==> src/rtl/gpio_ctl_pkg.sv <==
// Shared definitions for the banked GPIO controller.
// Assumes 32-bit register words, one bank of pins per word.
package gpio_ctl_pkg;
    localparam int unsigned BANK_W = 32;

    // Feature groups in address order
    typedef enum logic [2:0] {
        GRP_LEVEL = 3'd0,
        GRP_DIR   = 3'd1,
        GRP_SET   = 3'd2,
        GRP_CLR   = 3'd3,
        GRP_RISE  = 3'd4,
        GRP_FALL  = 3'd5,
        GRP_STS   = 3'd6,
        GRP_ALT   = 3'd7
    } grp_e;

    // Per-bank write strobes
    typedef struct packed {
        logic dir;
        logic set;
        logic clr;
        logic rise;
        logic fall;
        logic sts;
    } bank_we_t;
endpackage

==> src/rtl/gpio_ctl_sync.sv <==
// Synchroniser for one bank of asynchronous pin inputs. It gives the
// synchronised level and the level one cycle earlier for edge detection.
// Assumes the inputs are asynchronous to clk; STAGES >= 2.
module gpio_ctl_sync #(
    parameter int unsigned WIDTH  = 32,
    parameter int unsigned STAGES = 2
) (
    input  logic             clk,
    input  logic             rst_n,
    input  logic [WIDTH-1:0] din,
    output logic [WIDTH-1:0] lvl,
    output logic [WIDTH-1:0] lvl_prev
);
    logic [WIDTH-1:0] stage_q [STAGES];

    genvar s;
    generate
        for (s = 0; s < STAGES; s++) begin : g_stage
            // Shift the input through the synchroniser chain
            always_ff @(posedge clk) begin
                if (!rst_n)  stage_q[s] <= '0;
                else if (s == 0) stage_q[s] <= din;
                else         stage_q[s] <= stage_q[(s == 0) ? 0 : s-1];
            end
        end
    endgenerate

    assign lvl = stage_q[STAGES-1];

    // Hold the previous synchronised sample for edge comparison
    always_ff @(posedge clk) begin
        if (!rst_n) lvl_prev <= '0;
        else        lvl_prev <= lvl;
    end
endmodule

==> src/rtl/gpio_ctl_bank.sv <==
// Register set for one 32-pin bank: direction, output latch, edge
// enables and sticky edge status. Assumes set and clear strobes are
// never active together (they are different addresses).
module gpio_ctl_bank
    import gpio_ctl_pkg::*;
(
    input  logic              clk,
    input  logic              rst_n,
    input  bank_we_t          we,
    input  logic [BANK_W-1:0] wdata,
    input  logic [BANK_W-1:0] lvl,
    input  logic [BANK_W-1:0] lvl_prev,
    output logic [BANK_W-1:0] dir_q,
    output logic [BANK_W-1:0] out_q,
    output logic [BANK_W-1:0] rise_q,
    output logic [BANK_W-1:0] fall_q,
    output logic [BANK_W-1:0] sts_q
);
    logic [BANK_W-1:0] evt;

    // Enabled edges on the synchronised level
    assign evt = (lvl & ~lvl_prev & rise_q) | (~lvl & lvl_prev & fall_q);

    // Configuration registers: direction and edge enables
    always_ff @(posedge clk) begin
        if (!rst_n) begin
            dir_q  <= '0;
            rise_q <= '0;
            fall_q <= '0;
        end else begin
            if (we.dir)  dir_q  <= wdata;
            if (we.rise) rise_q <= wdata;
            if (we.fall) fall_q <= wdata;
        end
    end

    // Output latch with write-one set and write-one clear
    always_ff @(posedge clk) begin
        if (!rst_n)      out_q <= '0;
        else if (we.set) out_q <= out_q | wdata;
        else if (we.clr) out_q <= out_q & ~wdata;
    end

    // Sticky status: clearing write first, then new events win
    always_ff @(posedge clk) begin
        if (!rst_n) sts_q <= '0;
        else        sts_q <= (sts_q & ~(we.sts ? wdata : '0)) | evt;
    end

    // set bits land in the latch
    p_set_r4: assert property (@(posedge clk) disable iff (!rst_n)
        we.set |=> ((out_q & $past(wdata)) == $past(wdata)));
    // clear bits leave the latch low
    p_clr_r4: assert property (@(posedge clk) disable iff (!rst_n)
        we.clr |=> ((out_q & $past(wdata)) == '0));
    // without a clearing write no status bit falls
    p_sticky_r6: assert property (@(posedge clk) disable iff (!rst_n)
        !we.sts |=> ((sts_q & $past(sts_q)) == $past(sts_q)));
    // an event is never lost, even against a clear
    p_evt_wins_r7: assert property (@(posedge clk) disable iff (!rst_n)
        (|evt) |=> ((sts_q & $past(evt)) == $past(evt)));
endmodule

==> src/rtl/gpio_ctl.sv <==
// Banked GPIO controller top. It decodes the feature-group address map,
// holds the alternate function words, muxes read data and drives the
// interrupt. Assumes NUM_PINS is a multiple of 32 and that ADDR_W covers
// 9*NUM_PINS/32 words. Reads are combinational; writes take effect at
// the clock edge where bus_sel and bus_wr are high.
module gpio_ctl
    import gpio_ctl_pkg::*;
#(
    parameter int unsigned NUM_PINS = 64,
    parameter int unsigned ADDR_W   = 8
) (
    input  logic                  clk,
    input  logic                  rst_n,
    input  logic                  bus_sel,
    input  logic                  bus_wr,
    input  logic [ADDR_W-1:0]     bus_addr,
    input  logic [31:0]           bus_wdata,
    output logic [31:0]           bus_rdata,
    input  logic [NUM_PINS-1:0]   pin_in,
    output logic [NUM_PINS-1:0]   pin_out,
    output logic [NUM_PINS-1:0]   pin_oe,
    output logic [2*NUM_PINS-1:0] pin_alt,
    output logic                  irq
);
    localparam int unsigned NBANK     = NUM_PINS / BANK_W;
    localparam int unsigned ALT_WORDS = 2 * NBANK;
    localparam int unsigned WORD_W    = ADDR_W - 2;
    localparam int unsigned ALT_BASE  = int'(GRP_ALT) * NBANK;

    logic [WORD_W-1:0] word;
    logic              aligned;
    logic              wr_en;

    logic [BANK_W-1:0] lvl_w  [NBANK];
    logic [BANK_W-1:0] prev_w [NBANK];
    logic [BANK_W-1:0] dir_w  [NBANK];
    logic [BANK_W-1:0] out_w  [NBANK];
    logic [BANK_W-1:0] rise_w [NBANK];
    logic [BANK_W-1:0] fall_w [NBANK];
    logic [BANK_W-1:0] sts_w  [NBANK];
    logic [NBANK-1:0]  sts_any;
    logic [31:0]       alt_q  [ALT_WORDS];

    assign word    = bus_addr[ADDR_W-1:2];
    assign aligned = (bus_addr[1:0] == 2'b00);
    assign wr_en   = bus_sel && bus_wr && aligned;

    genvar b, w;
    generate
        for (b = 0; b < NBANK; b++) begin : g_bank
            bank_we_t we_b;

            // Decode this bank's write strobes from the group map
            always_comb begin
                we_b.dir  = wr_en && (word == WORD_W'(int'(GRP_DIR)  * NBANK + b));
                we_b.set  = wr_en && (word == WORD_W'(int'(GRP_SET)  * NBANK + b));
                we_b.clr  = wr_en && (word == WORD_W'(int'(GRP_CLR)  * NBANK + b));
                we_b.rise = wr_en && (word == WORD_W'(int'(GRP_RISE) * NBANK + b));
                we_b.fall = wr_en && (word == WORD_W'(int'(GRP_FALL) * NBANK + b));
                we_b.sts  = wr_en && (word == WORD_W'(int'(GRP_STS)  * NBANK + b));
            end

            gpio_ctl_sync #(.WIDTH(BANK_W), .STAGES(2)) u_sync (
                .clk      (clk),
                .rst_n    (rst_n),
                .din      (pin_in[BANK_W*b +: BANK_W]),
                .lvl      (lvl_w[b]),
                .lvl_prev (prev_w[b])
            );

            gpio_ctl_bank u_bank (
                .clk      (clk),
                .rst_n    (rst_n),
                .we       (we_b),
                .wdata    (bus_wdata),
                .lvl      (lvl_w[b]),
                .lvl_prev (prev_w[b]),
                .dir_q    (dir_w[b]),
                .out_q    (out_w[b]),
                .rise_q   (rise_w[b]),
                .fall_q   (fall_w[b]),
                .sts_q    (sts_w[b])
            );

            assign pin_out[BANK_W*b +: BANK_W] = out_w[b];
            assign pin_oe[BANK_W*b +: BANK_W]  = dir_w[b];
            assign sts_any[b]                  = |sts_w[b];
        end

        for (w = 0; w < ALT_WORDS; w++) begin : g_alt
            // Alternate function word: 16 two-bit fields
            always_ff @(posedge clk) begin
                if (!rst_n) alt_q[w] <= '0;
                else if (wr_en && (word == WORD_W'(ALT_BASE + w))) alt_q[w] <= bus_wdata;
            end
            assign pin_alt[32*w +: 32] = alt_q[w];

            // a written alternate function word appears on pin_alt
            p_alt_r8: assert property (@(posedge clk) disable iff (!rst_n)
                (wr_en && (word == WORD_W'(ALT_BASE + w)))
                    |=> (pin_alt[32*w +: 32] == $past(bus_wdata)));
        end
    endgenerate

    // Interrupt: any sticky status bit in any bank
    assign irq = |sts_any;

    // Read mux over the group map; unmapped or misaligned reads give zero
    always_comb begin
        bus_rdata = '0;
        if (bus_sel && aligned) begin
            for (int i = 0; i < int'(NBANK); i++) begin
                if (word == WORD_W'(int'(GRP_LEVEL) * NBANK + i)) bus_rdata = lvl_w[i];
                if (word == WORD_W'(int'(GRP_DIR)   * NBANK + i)) bus_rdata = dir_w[i];
                if (word == WORD_W'(int'(GRP_SET)   * NBANK + i)) bus_rdata = out_w[i];
                if (word == WORD_W'(int'(GRP_CLR)   * NBANK + i)) bus_rdata = out_w[i];
                if (word == WORD_W'(int'(GRP_RISE)  * NBANK + i)) bus_rdata = rise_w[i];
                if (word == WORD_W'(int'(GRP_FALL)  * NBANK + i)) bus_rdata = fall_w[i];
                if (word == WORD_W'(int'(GRP_STS)   * NBANK + i)) bus_rdata = sts_w[i];
            end
            for (int j = 0; j < int'(ALT_WORDS); j++) begin
                if (word == WORD_W'(ALT_BASE + j)) bus_rdata = alt_q[j];
            end
        end
    end

    // irq cannot rise without an enabled edge recorded in status
    p_irq_rise_r9: assert property (@(posedge clk) disable iff (!rst_n)
        $rose(irq) |-> (sts_any != '0));
    // a misaligned write changes no alternate function word
    p_misaligned_r1: assert property (@(posedge clk) disable iff (!rst_n)
        (bus_sel && bus_wr && !aligned) |=> $stable(pin_alt));
endmodule

==> config.mk <==
export PLATFORM = sky130hd
export DESIGN_NAME = gpio_ctl
export DESIGN_NICKNAME = d
export VERILOG_FILES = /design/src/rtl/gpio_ctl_pkg.sv /design/src/rtl/gpio_ctl_sync.sv /design/src/rtl/gpio_ctl_bank.sv /design/src/rtl/gpio_ctl.sv
export SDC_FILE = /design/constraint.sdc
export NUM_CORES = 1
export LEC_CHECK = 0
export ABC_AREA = 0
export CAP_MARGIN = 20
export CORE_ASPECT_RATIO = 0.5
export CORE_MARGIN = 8
export CORE_UTILIZATION = 49
export DETAILED_ROUTE_END_ITERATION = 6
export PLACE_DENSITY_LB_ADDON = 0.3
export SYNTH_ARGS = -nofsm -noshare
export SYNTH_HDL_FRONTEND = slang
export SYNTH_SLANG_ARGS = --single-unit
==> constraint.sdc <==
create_clock -name clk -period 6.1 [get_ports clk]
set_input_delay 1.83 -clock clk [delete_from_list [all_inputs] [get_ports clk]]
set_output_delay 1.83 -clock clk [all_outputs]
set_load 0.02 [all_outputs]
==> results of run 1 <==
-- Yosys cell counts (5+ instances only) --
| library cell | n | area, sq um |
|---|---|---|
| sky130_fd_sc_hd__nand2_1 | 558 | 2095 |
| sky130_fd_sc_hd__dfxtp_1 | 512 | 10250 |
| sky130_fd_sc_hd__and2_1 | 340 | 2127 |
| sky130_fd_sc_hd__a21oi_1 | 329 | 1647 |
| sky130_fd_sc_hd__clkbuf_1 | 159 | 596.8 |
| sky130_fd_sc_hd__nor2_1 | 149 | 559.3 |
| sky130_fd_sc_hd__edfxtp_1 | 128 | 3844 |
| sky130_fd_sc_hd__o21ai_0 | 122 | 610.6 |
| sky130_fd_sc_hd__a311oi_1 | 80 | 700.7 |
| sky130_fd_sc_hd__buf_2 | 75 | 375.4 |
| sky130_fd_sc_hd__nand3_1 | 74 | 370.4 |
| sky130_fd_sc_hd__nand3b_1 | 63 | 473.0 |
| sky130_fd_sc_hd__a22oi_1 | 56 | 420.4 |
| sky130_fd_sc_hd__a221oi_1 | 47 | 411.6 |
| sky130_fd_sc_hd__nor4_1 | 34 | 212.7 |
| sky130_fd_sc_hd__o221ai_1 | 27 | 236.5 |
| sky130_fd_sc_hd__a31oi_1 | 24 | 150.1 |
| sky130_fd_sc_hd__nor3_1 | 20 | 100.1 |
| sky130_fd_sc_hd__a211o_1 | 17 | 148.9 |
| sky130_fd_sc_hd__o22ai_1 | 16 | 100.1 |
| sky130_fd_sc_hd__nand4_1 | 15 | 93.84 |
| sky130_fd_sc_hd__inv_1 | 12 | 45.04 |
| sky130_fd_sc_hd__and3_1 | 10 | 62.56 |
| sky130_fd_sc_hd__a221o_1 | 9 | 90.09 |
| sky130_fd_sc_hd__nand2b_1 | 8 | 50.05 |
| sky130_fd_sc_hd__a211oi_1 | 7 | 52.55 |
| sky130_fd_sc_hd__buf_4 | 7 | 52.55 |
| sky130_fd_sc_hd__nor2_2 | 7 | 43.79 |
| sky130_fd_sc_hd__o311a_1 | 7 | 70.07 |
| sky130_fd_sc_hd__buf_1 | 5 | 18.77 |
| sky130_fd_sc_hd__mux2_2 | 5 | 56.30 |
| sky130_fd_sc_hd__nand4bb_1 | 5 | 56.30 |
| sky130_fd_sc_hd__o211ai_1 | 5 | 37.54 |
| sky130_fd_sc_hd__or3_1 | 5 | 31.28 |
-- state kept, by name, indices dropped and copies added (netlist names), named ones only --
signal,flops
alt_q,128
g_bank.u_sync.stage_q,128
g_bank.u_bank.dir_q,64
g_bank.u_bank.fall_q,64
g_bank.u_bank.rise_q,64
g_bank.u_bank.sts_q,64
g_bank.u_sync.lvl_prev,64
-- worst paths after layout --
| kind | end | start | cells after the start | slack, ns |
|---|---|---|---|---|
| setup reg to reg | g_bank[1].u_bank.sts_q[22] | g_bank[1].u_sync.stage_q[1][22] | 3 | 4.96 |
| hold reg to reg | g_bank[0].u_sync.stage_q[1][25] | g_bank[0].u_sync.stage_q[0][25] | 1 | 0.42 |
| hold / removal | g_bank[0].u_sync.stage_q[1][25] | g_bank[0].u_sync.stage_q[0][25] | 1 | 0.42 |
| setup / recovery | bus_rdata[25] | bus_addr[6] | 10 | 0.07 |
-- cells in the final DEF (no fill, tap or decap), types with 6 or more instances in the layout --
| cell | Yosys | layout |
|---|---|---|
| sky130_fd_sc_hd__o21ai_0 | 122 | 116 |
| sky130_fd_sc_hd__a22oi_1 | 56 | 51 |
| sky130_fd_sc_hd__clkinv_2 | 0 | 18 |
| sky130_fd_sc_hd__o22ai_1 | 16 | 16 |
| sky130_fd_sc_hd__nor2_2 | 7 | 11 |
| sky130_fd_sc_hd__clkdlybuf4s15_2 | 0 | 9 |
| sky130_fd_sc_hd__nor2_1 | 149 | 139 |
| sky130_fd_sc_hd__clkdlybuf4s50_1 | 0 | 357 |
| sky130_fd_sc_hd__edfxtp_1 | 128 | 128 |
| sky130_fd_sc_hd__nor3_1 | 20 | 19 |
| sky130_fd_sc_hd__nor2_4 | 3 | 10 |
| sky130_fd_sc_hd__a221oi_2 | 0 | 12 |
| sky130_fd_sc_hd__and2_1 | 340 | 338 |
| sky130_fd_sc_hd__dfxtp_1 | 512 | 512 |
| sky130_fd_sc_hd__a311oi_1 | 80 | 76 |
| sky130_fd_sc_hd__a31oi_2 | 0 | 9 |
| sky130_fd_sc_hd__inv_1 | 12 | 12 |
| sky130_fd_sc_hd__clkbuf_16 | 0 | 56 |
| sky130_fd_sc_hd__a31oi_1 | 24 | 15 |
| sky130_fd_sc_hd__nand3b_1 | 63 | 63 |
| sky130_fd_sc_hd__a21oi_1 | 329 | 328 |
| sky130_fd_sc_hd__buf_12 | 0 | 23 |
| sky130_fd_sc_hd__buf_6 | 2 | 16 |
| sky130_fd_sc_hd__buf_2 | 75 | 7 |
| sky130_fd_sc_hd__nor4_1 | 34 | 33 |
| sky130_fd_sc_hd__o221ai_1 | 27 | 24 |
| sky130_fd_sc_hd__o311a_1 | 7 | 7 |
| sky130_fd_sc_hd__nand2_1 | 558 | 557 |
| sky130_fd_sc_hd__buf_4 | 7 | 181 |
| sky130_fd_sc_hd__a221o_1 | 9 | 9 |
| sky130_fd_sc_hd__and3_1 | 10 | 10 |
| sky130_fd_sc_hd__clkbuf_1 | 159 | 9 |
| sky130_fd_sc_hd__nand2b_1 | 8 | 6 |
| sky130_fd_sc_hd__nand3_1 | 74 | 74 |
| sky130_fd_sc_hd__nand4_1 | 15 | 15 |
| sky130_fd_sc_hd__a221oi_1 | 47 | 35 |
| sky130_fd_sc_hd__a211o_1 | 17 | 17 |
-- logic make-up after synthesis --
group | share of synthesized area [%]
flops | 52.69
mux | 0.3228
compound gates | 18.20
simple gates | 24.56
buf+inv | 4.224
-- cell type report --
class / count / area share (%)
flip-flops and latches: 640 / 40.73
multi-input cells: 2092 / 34.45
repair buffers: 608 / 17.03
clock buffers: 70 / 4.347
well taps: 713 / 2.578
clock inverters: 32 / 0.6763
inverters: 13 / 0.1772
diodes: 1 / 0.007233
-- layer usage --
layer | vias up | wire length, microns | part of all wire [%]
met2 | 1614 | 49950 | 47
met1 | 12392 | 40720 | 38
met4 | 0 | 4874 | 4.6
met3 | 306 | 10360 | 9.8
li1 | 11433 | - | -
met5 | - | 0 | 0
-- per-stage QoR --
step | setup slack [ns] | cells | hold slack (ns) | util (%)
after global placement | -0.4645 | 4052 | 0.4125 | 60.04
after floorplan | 0.1974 | 2995 | 0.4119 | -
final | 0.07382 | 4169 | 0.4215 | 64.28
after CTS | -0.02456 | 4160 | 0.4312 | 63.95
after global routing | 0.05400 | 4168 | 0.4390 | 64.27
after detailed placement | -0.4648 | 4052 | 0.4183 | 60.04
-- what timing repair did --
item,in CTS,in global routing
cloned,1,1
endpoints found under the hold margin,0,0
pin swaps,22,13
buffers inserted,5,5
resized for setup,119,25
setup endpoints to repair,32,30
-- power breakdown --
part	total, W	switching (W)	internal [W]
combinational	0.000622	0.000371	0.000251
clock	0.00351	0.00167	0.00184
sequential	0.00449	0.0000864	0.00440
==> flow_results.xml, run 1 <==
<?xml version="1.0" encoding="UTF-8"?>
<metrics>
  <group name="floorplanning">
    <metric name="boundaryPins" unit="">397</metric>
    <metric name="num_rows" unit="">60</metric>
    <metric name="core_area" unit="sq um">53830</metric>
    <metric name="die_height" unit="microns">181.2</metric>
    <metric name="design.die.area" unit="sq um">62770</metric>
    <metric name="die_width" unit="microns">346.4</metric>
    <metric name="initial_cell_density_of_the_core" unit="%">49.69</metric>
  </group>
  <group name="drt">
    <metric name="wire_per_inst" unit="microns">25.40</metric>
    <metric name="drt_first_iter_violations" unit="">3616</metric>
    <metric name="drt-total-wl" unit="microns">105900</metric>
    <metric name="detail_routed_via_count_per_cell" unit="">6.175</metric>
    <metric name="routed-via-count" unit="">25745</metric>
    <metric name="dr_drc_count" unit="">0</metric>
    <metric name="first_pass_iters" unit="">7</metric>
    <metric name="antenna_violating_nets_left" unit="">0</metric>
  </group>
  <group name="sta">
    <metric name="fin_skew" unit="ns">0.03634</metric>
    <metric name="maxSlewHeadroom" unit="%">21.57</metric>
    <metric name="fmaxAchievable" unit="MHz">165.9</metric>
    <metric name="slew_violations" unit="">0</metric>
    <metric name="rsz0062_at_grt" unit="">no</metric>
    <metric name="worst_slew_pin_slew" unit="ns">1.166</metric>
    <metric name="post-route-min-period" unit="ns">6.026</metric>
    <metric name="final_min_period_over_clock_period" unit="%">98.79</metric>
    <metric name="setup_total_neg_slack" unit="ns">0</metric>
    <metric name="setup_viol" unit="">0</metric>
    <metric name="finalHoldViolations" unit="">0</metric>
  </group>
  <group name="clock_tree">
    <metric name="clock_tree.root_cell" unit="">sky130_fd_sc_hd__clkbuf_16</metric>
    <metric name="htree_levels" unit="">2</metric>
    <metric name="clock_latency" unit="ns">0.62</metric>
    <metric name="number_of_cts_inserted_buffers" unit="">55</metric>
    <metric name="clock_tree_from_tritoncts" unit="">yes</metric>
    <metric name="clk_pin_slew" unit="ns">0.07</metric>
    <metric name="clockBufferDepth" unit="">3</metric>
    <metric name="clock-sinks" unit="">640</metric>
    <metric name="hold_buffers" unit="">0</metric>
  </group>
  <group name="hold_path">
    <metric name="min_path_type" unit="">reg2reg</metric>
  </group>
  <group name="setup_path">
    <metric name="critPathLaunchType" unit="">input port</metric>
    <metric name="worst_ep_arrival_time" unit="ns">4.20</metric>
    <metric name="critPathTopFamily" unit="">buffers and inverters</metric>
    <metric name="critical-path-slowest-cell" unit="">sky130_fd_sc_hd__or4b_4</metric>
    <metric name="worstPathRequired" unit="ns">4.27</metric>
    <metric name="crit_path_max_incr_delay" unit="ns">0.64</metric>
    <metric name="cp_max_fo" unit="">10</metric>
    <metric name="timing.critical_path.cells" unit="">dlygate4sd2_1 -&gt; buf_12 -&gt; or4b_4 -&gt; nor2_4 -&gt; buf_4 -&gt; bufbuf_16 -&gt; a222oi_1 -&gt; and4_1 -&gt; a211oi_2 -&gt; buf_2</metric>
    <metric name="crit_path_end_kind" unit="">output pin</metric>
    <metric name="worstSetupPathType" unit="">in2out</metric>
    <metric name="crit_buf_inv" unit="">5</metric>
  </group>
  <group name="grt">
    <metric name="grt_pass1_vias" unit="">24606</metric>
    <metric name="grt.busiest_layer" unit="">met2</metric>
    <metric name="globalRouteMet3Util" unit="%">6.208</metric>
    <metric name="use_met1" unit="%">40.78</metric>
    <metric name="grt_start_max_net_pins" unit="">172</metric>
    <metric name="grt_overflow_total" unit="">0</metric>
    <metric name="grt.met2_usage" unit="%">52.71</metric>
    <metric name="first_pass_grt_wire_length" unit="microns">156700</metric>
    <metric name="grtUsageTotal" unit="%">31.93</metric>
    <metric name="antenna_found_initial" unit="">1</metric>
  </group>
  <group name="status">
    <metric name="outcome" unit="">finished, final reports clean</metric>
  </group>
  <group name="placement">
    <metric name="gp_congestion" unit="">1.030</metric>
    <metric name="dpl.hpwl" unit="microns">77310</metric>
    <metric name="detailed_place.area" unit="sq um">32320</metric>
    <metric name="placement.io_buffers" unit="">396</metric>
  </group>
  <group name="power_and_ir_drop">
    <metric name="p_total" unit="W">0.008622</metric>
    <metric name="static-leakage-power" unit="nW">12.25</metric>
    <metric name="peakVddDrop" unit="V">0.0002119</metric>
    <metric name="power_density" unit="nW/um^2">249.2</metric>
  </group>
  <group name="yosys">
    <metric name="yosys_warnings" unit="">0</metric>
    <metric name="synthDistinctLibCells" unit="">64</metric>
    <metric name="postSynthRegisterBits" unit="">640</metric>
    <metric name="async_flop_share" unit="%">0</metric>
    <metric name="synth_area_per_cell" unit="sq um">8.931</metric>
    <metric name="post_synth_inst_count" unit="">2995</metric>
    <metric name="synthesized_nets" unit="">3103</metric>
    <metric name="yosysSeqAreaShare" unit="%">52.69</metric>
    <metric name="synth_ff_type" unit="">sky130_fd_sc_hd__dfxtp_1</metric>
    <metric name="syn-cell-area" unit="sq um">26750</metric>
    <metric name="synth_enable_flop_cells" unit="">128</metric>
  </group>
  <group name="finish">
    <metric name="post_route_cells_drive_above_1_share" unit="%">12.42</metric>
    <metric name="final.fill_count" unit="">4377</metric>
    <metric name="multi_input_area" unit="sq um">11920</metric>
    <metric name="design.final.nets" unit="">3518</metric>
    <metric name="area.growth.synth_to_final" unit="%">29.35</metric>
    <metric name="register_area" unit="sq um">14090</metric>
    <metric name="post-route-cell-area" unit="sq um">34600</metric>
  </group>
  <group name="job">
    <metric name="maxCapViolCount" unit="">0</metric>
  </group>
</metrics>
Note: power is estimated with default switching activity, not from simulation.
==> run 2: changes to the inputs <==
- CORE_UTILIZATION: 49 -> 50
- SYNTH_HIERARCHICAL: default -> 1
==> run 2 against run 1 <==
Effect of this change: critical path depth rose by 3; via count fell by 7.4%; critical path type unchanged; combinational power rose by 8.8%; power rose by 4.9%.
==> flow_results.xml, run 2 <==
<?xml version="1.0" encoding="UTF-8"?>
<metrics>
  <group name="clock_tree">
    <metric name="clock_tree_from_tritoncts" unit="">yes</metric>
    <metric name="htree_levels" unit="">2</metric>
    <metric name="clock_tree.root_cell" unit="">sky130_fd_sc_hd__clkbuf_16</metric>
    <metric name="number_of_cts_inserted_buffers" unit="">57</metric>
    <metric name="clockBufferDepth" unit="">3</metric>
    <metric name="clk_pin_slew" unit="ns">0.07</metric>
    <metric name="clock-sinks" unit="">640</metric>
    <metric name="clock_latency" unit="ns">0.62</metric>
  </group>
  <group name="power_and_ir_drop">
    <metric name="static-leakage-power" unit="nW">13.45</metric>
    <metric name="power.switching" unit="W">0.002191</metric>
    <metric name="seqPwrFrac" unit="%">49.5</metric>
    <metric name="peakVddDrop" unit="V">0.0001924</metric>
    <metric name="swShare" unit="%">24.23</metric>
    <metric name="power_density" unit="nW/um^2">246.7</metric>
    <metric name="p_int" unit="W">0.006851</metric>
    <metric name="p_clk_share" unit="%">43.0</metric>
    <metric name="power.share.combinational" unit="%">7.5</metric>
  </group>
  <group name="yosys">
    <metric name="synth_area_leader_cell" unit="">sky130_fd_sc_hd__dfxtp_1</metric>
    <metric name="async_flop_share" unit="%">0</metric>
    <metric name="synth_ff_type" unit="">sky130_fd_sc_hd__dfxtp_1</metric>
    <metric name="post_synth_inst_count" unit="">2584</metric>
    <metric name="yosysSeqAreaShare" unit="%">50.38</metric>
    <metric name="yosys_warnings" unit="">6</metric>
    <metric name="synthDistinctLibCells" unit="">70</metric>
    <metric name="synthMostInstantiatedCell" unit="">sky130_fd_sc_hd__dfxtp_1</metric>
    <metric name="syn-cell-area" unit="sq um">27970</metric>
    <metric name="synth_enable_flop_cells" unit="">128</metric>
    <metric name="netlist_top_cells_area" unit="">sky130_fd_sc_hd__dfxtp_1, sky130_fd_sc_hd__edfxtp_1, sky130_fd_sc_hd__and2_1</metric>
    <metric name="post-synth-top-area-fraction" unit="%">36.64</metric>
    <metric name="synth_commonest_cells" unit="">sky130_fd_sc_hd__dfxtp_1, sky130_fd_sc_hd__and2_1, sky130_fd_sc_hd__mux2i_1, sky130_fd_sc_hd__nor2b_1, sky130_fd_sc_hd__nand2_1</metric>
    <metric name="postSynthRegisterBits" unit="">640</metric>
    <metric name="synth_area_per_cell" unit="sq um">10.83</metric>
    <metric name="synthesized_nets" unit="">2692</metric>
  </group>
  <group name="drt">
    <metric name="met3_wirelength_from_detailed_routing" unit="microns">16230</metric>
    <metric name="drt-total-wl" unit="microns">110900</metric>
    <metric name="dr.max_layer_used" unit="">met5</metric>
    <metric name="wire_per_inst" unit="microns">28.17</metric>
    <metric name="met1_length" unit="microns">46340</metric>
    <metric name="total_length_of_routed_met2_wires" unit="microns">46100</metric>
    <metric name="drt_first_iter_violations" unit="">3578</metric>
    <metric name="routed-via-count" unit="">23847</metric>
    <metric name="antenna_violating_nets_left" unit="">0</metric>
    <metric name="dr_drc_count" unit="">0</metric>
    <metric name="detail_routed_via_count_per_cell" unit="">6.059</metric>
    <metric name="first_pass_iters" unit="">7</metric>
  </group>
  <group name="floorplanning">
    <metric name="num_rows" unit="">61</metric>
    <metric name="core_area" unit="sq um">55410</metric>
    <metric name="die_height" unit="microns">183.3</metric>
    <metric name="boundaryPins" unit="">397</metric>
    <metric name="design.die.area" unit="sq um">64230</metric>
    <metric name="initial_cell_density_of_the_core" unit="%">50.49</metric>
    <metric name="die_width" unit="microns">350.5</metric>
  </group>
  <group name="grt">
    <metric name="first_pass_grt_wire_length" unit="microns">157900</metric>
    <metric name="grt_overflow_total" unit="">0</metric>
    <metric name="grtUsageTotal" unit="%">32.81</metric>
    <metric name="grt_start_max_net_pins" unit="">267</metric>
    <metric name="antenna_found_initial" unit="">6</metric>
    <metric name="grt_pass1_vias" unit="">22639</metric>
  </group>
  <group name="setup_path">
    <metric name="setup.worst_path.start" unit="">bus_addr[7]</metric>
    <metric name="worst_ep_arrival_time" unit="ns">4.23</metric>
    <metric name="worstReg2RegStart" unit="">g_bank[1].u_sync/stage_q[1][0]</metric>
    <metric name="worstPathRequired" unit="ns">4.27</metric>
    <metric name="cp_max_fo" unit="">8</metric>
    <metric name="worstRegToRegCells" unit="">2</metric>
    <metric name="crit_path_end_kind" unit="">output pin</metric>
    <metric name="worstSetupPathType" unit="">in2out</metric>
    <metric name="critPathLaunchType" unit="">input port</metric>
  </group>
  <group name="sta">
    <metric name="maxSlewHeadroom" unit="%">23.24</metric>
    <metric name="post-route-min-period" unit="ns">6.064</metric>
    <metric name="slew_violations" unit="">0</metric>
    <metric name="setup_total_neg_slack" unit="ns">0</metric>
    <metric name="setup_viol" unit="">0</metric>
    <metric name="fin_skew" unit="ns">0.02327</metric>
    <metric name="finalHoldViolations" unit="">0</metric>
    <metric name="fin_hold_ws" unit="ns">0.4287</metric>
    <metric name="worst_slew_pin_slew" unit="ns">1.148</metric>
    <metric name="rsz0062_at_grt" unit="">yes</metric>
    <metric name="fmaxAchievable" unit="MHz">164.9</metric>
    <metric name="final_min_period_over_clock_period" unit="%">99.41</metric>
  </group>
  <group name="hold_path">
    <metric name="worstHoldStart" unit="">g_bank[0].u_sync/stage_q[0][24]</metric>
    <metric name="depth_of_the_worst_hold_timing_path" unit="">1</metric>
    <metric name="min_path_type" unit="">reg2reg</metric>
  </group>
  <group name="status">
    <metric name="outcome" unit="">finished, final reports clean</metric>
  </group>
  <group name="finish">
    <metric name="layout.cells.most_common_list" unit="">sky130_fd_sc_hd__dfxtp_1, sky130_fd_sc_hd__clkdlybuf4s50_1, sky130_fd_sc_hd__and2_1, sky130_fd_sc_hd__buf_4, sky130_fd_sc_hd__mux2i_1</metric>
    <metric name="reg_top3" unit="">alt_q (128), g_bank.u_sync/stage_q (128)</metric>
    <metric name="commonest_non_fill_non_tap_cell_in_the_layout" unit="">sky130_fd_sc_hd__dfxtp_1</metric>
    <metric name="final.fill_count" unit="">4357</metric>
    <metric name="design.final.nets" unit="">3238</metric>
    <metric name="post_route_cells_drive_above_1_share" unit="%">18.09</metric>
    <metric name="area.growth.synth_to_final" unit="%">31.04</metric>
  </group>
  <group name="placement">
    <metric name="dpl.hpwl" unit="microns">81200</metric>
    <metric name="placement.io_buffers" unit="">396</metric>
    <metric name="gp_congestion" unit="">1.018</metric>
  </group>
  <group name="job">
    <metric name="maxCapViolCount" unit="">0</metric>
  </group>
</metrics>
-- run 2: changes by cell type after synthesis, sizes merged, moves of 78 or more --
cell    delta
a311oi    -78
mux2i    +189
a21oi    -283
clkbuf    -97
and3b    +129
nand2    -425
nor2      -94
nor2b    +187
a21boi   +128
o21ai     -79
-- run 2: cell families after synthesis --
family,Yosys count,synth area share [%]
AND/OR/NAND/NOR,951,21.03
flip-flops,640,50.38
AO/OA/AOI/OAI,604,16.92
multiplexers,198,7.112
buffers and inverters,190,4.531
XOR/XNOR,1,0.03131
-- run 2: worst max-delay path, cell delays in order --
cell and delay [ns]:
sky130_fd_sc_hd__buf_6 0.11, sky130_fd_sc_hd__buf_4 0.16, sky130_fd_sc_hd__or4b_4 0.61, sky130_fd_sc_hd__buf_4 0.17
sky130_fd_sc_hd__nor2_4 0.18, sky130_fd_sc_hd__buf_4 0.19, sky130_fd_sc_hd__a221oi_1 0.06, sky130_fd_sc_hd__buf_4 0.17
sky130_fd_sc_hd__nand3_1 0.07, sky130_fd_sc_hd__a21oi_1 0.05, sky130_fd_sc_hd__buf_4 0.17, sky130_fd_sc_hd__a211oi_1 0.24
sky130_fd_sc_hd__buf_2 0.22
-- run 2: power by group through the flow --
| stage | combinational [W] | sequential [W] | clock [W] |
|---|---|---|---|
| final | 0.000677 | 0.00448 | 0.00389 |
| after global routing | 0.000697 | 0.00448 | 0.00409 |
| after floorplan | 0.000210 | 0.00460 | 0 |
| after CTS | 0.000648 | 0.00447 | 0.00391 |
| after detailed placement | 0.000634 | 0.00457 | 0 |
| after global placement | 0.000631 | 0.00457 | 0 |
-- run 2: cell type report --
cell class	instances	area (sq um)	area share [%]
diodes	1	2.502	0.006827
clock buffers	70	1578	4.304
clock inverters	38	417.9	1.140
inverters	4	15.01	0.04096
multi-input cells	1754	13140	35.84
flip-flops and latches	640	14090	38.45
well taps	756	945.9	2.580
repair buffers	673	6467	17.64
-- run 2: stage by stage --
step	total power [W]	instances	setup WS [ns]	area, sq um	utilization, %
after floorplan	0.004809	2584	0.2135	27970	-
after global placement	0.005198	3818	-1.484	34160	61.64
after detailed placement	0.005202	3818	-1.394	34160	61.64
after CTS	0.009031	3928	-0.04792	36470	65.81
after global routing	0.009273	3935	-0.005442	36650	66.15
final	0.009042	3936	0.03587	36660	66.15
-- run 2: final timing paths --
path / endpoint / slack, ns
max: bus_rdata[24] / 0.04
min: g_bank[0].u_sync/stage_q[1][24] / 0.43
max reg2reg: g_bank[1].u_bank/sts_q[0] / 4.84
min reg2reg: g_bank[0].u_sync/stage_q[1][24] / 0.43
-- run 2: repair_timing --
action	CTS	global route
gates cloned	0	1
setup buffers	3	6
setup endpoints to repair	32	31
pin swaps	12	18
hold buffers	0	0
resized for setup	184	65
-- run 2: per-layer routing --
layer / track usage, % / vias up
li1: - / 10496
met1: 47.13 / 11778
met2: 47.39 / 1388
met3: 12.10 / 181
met4: 5.818 / 4
met5: 0 / -
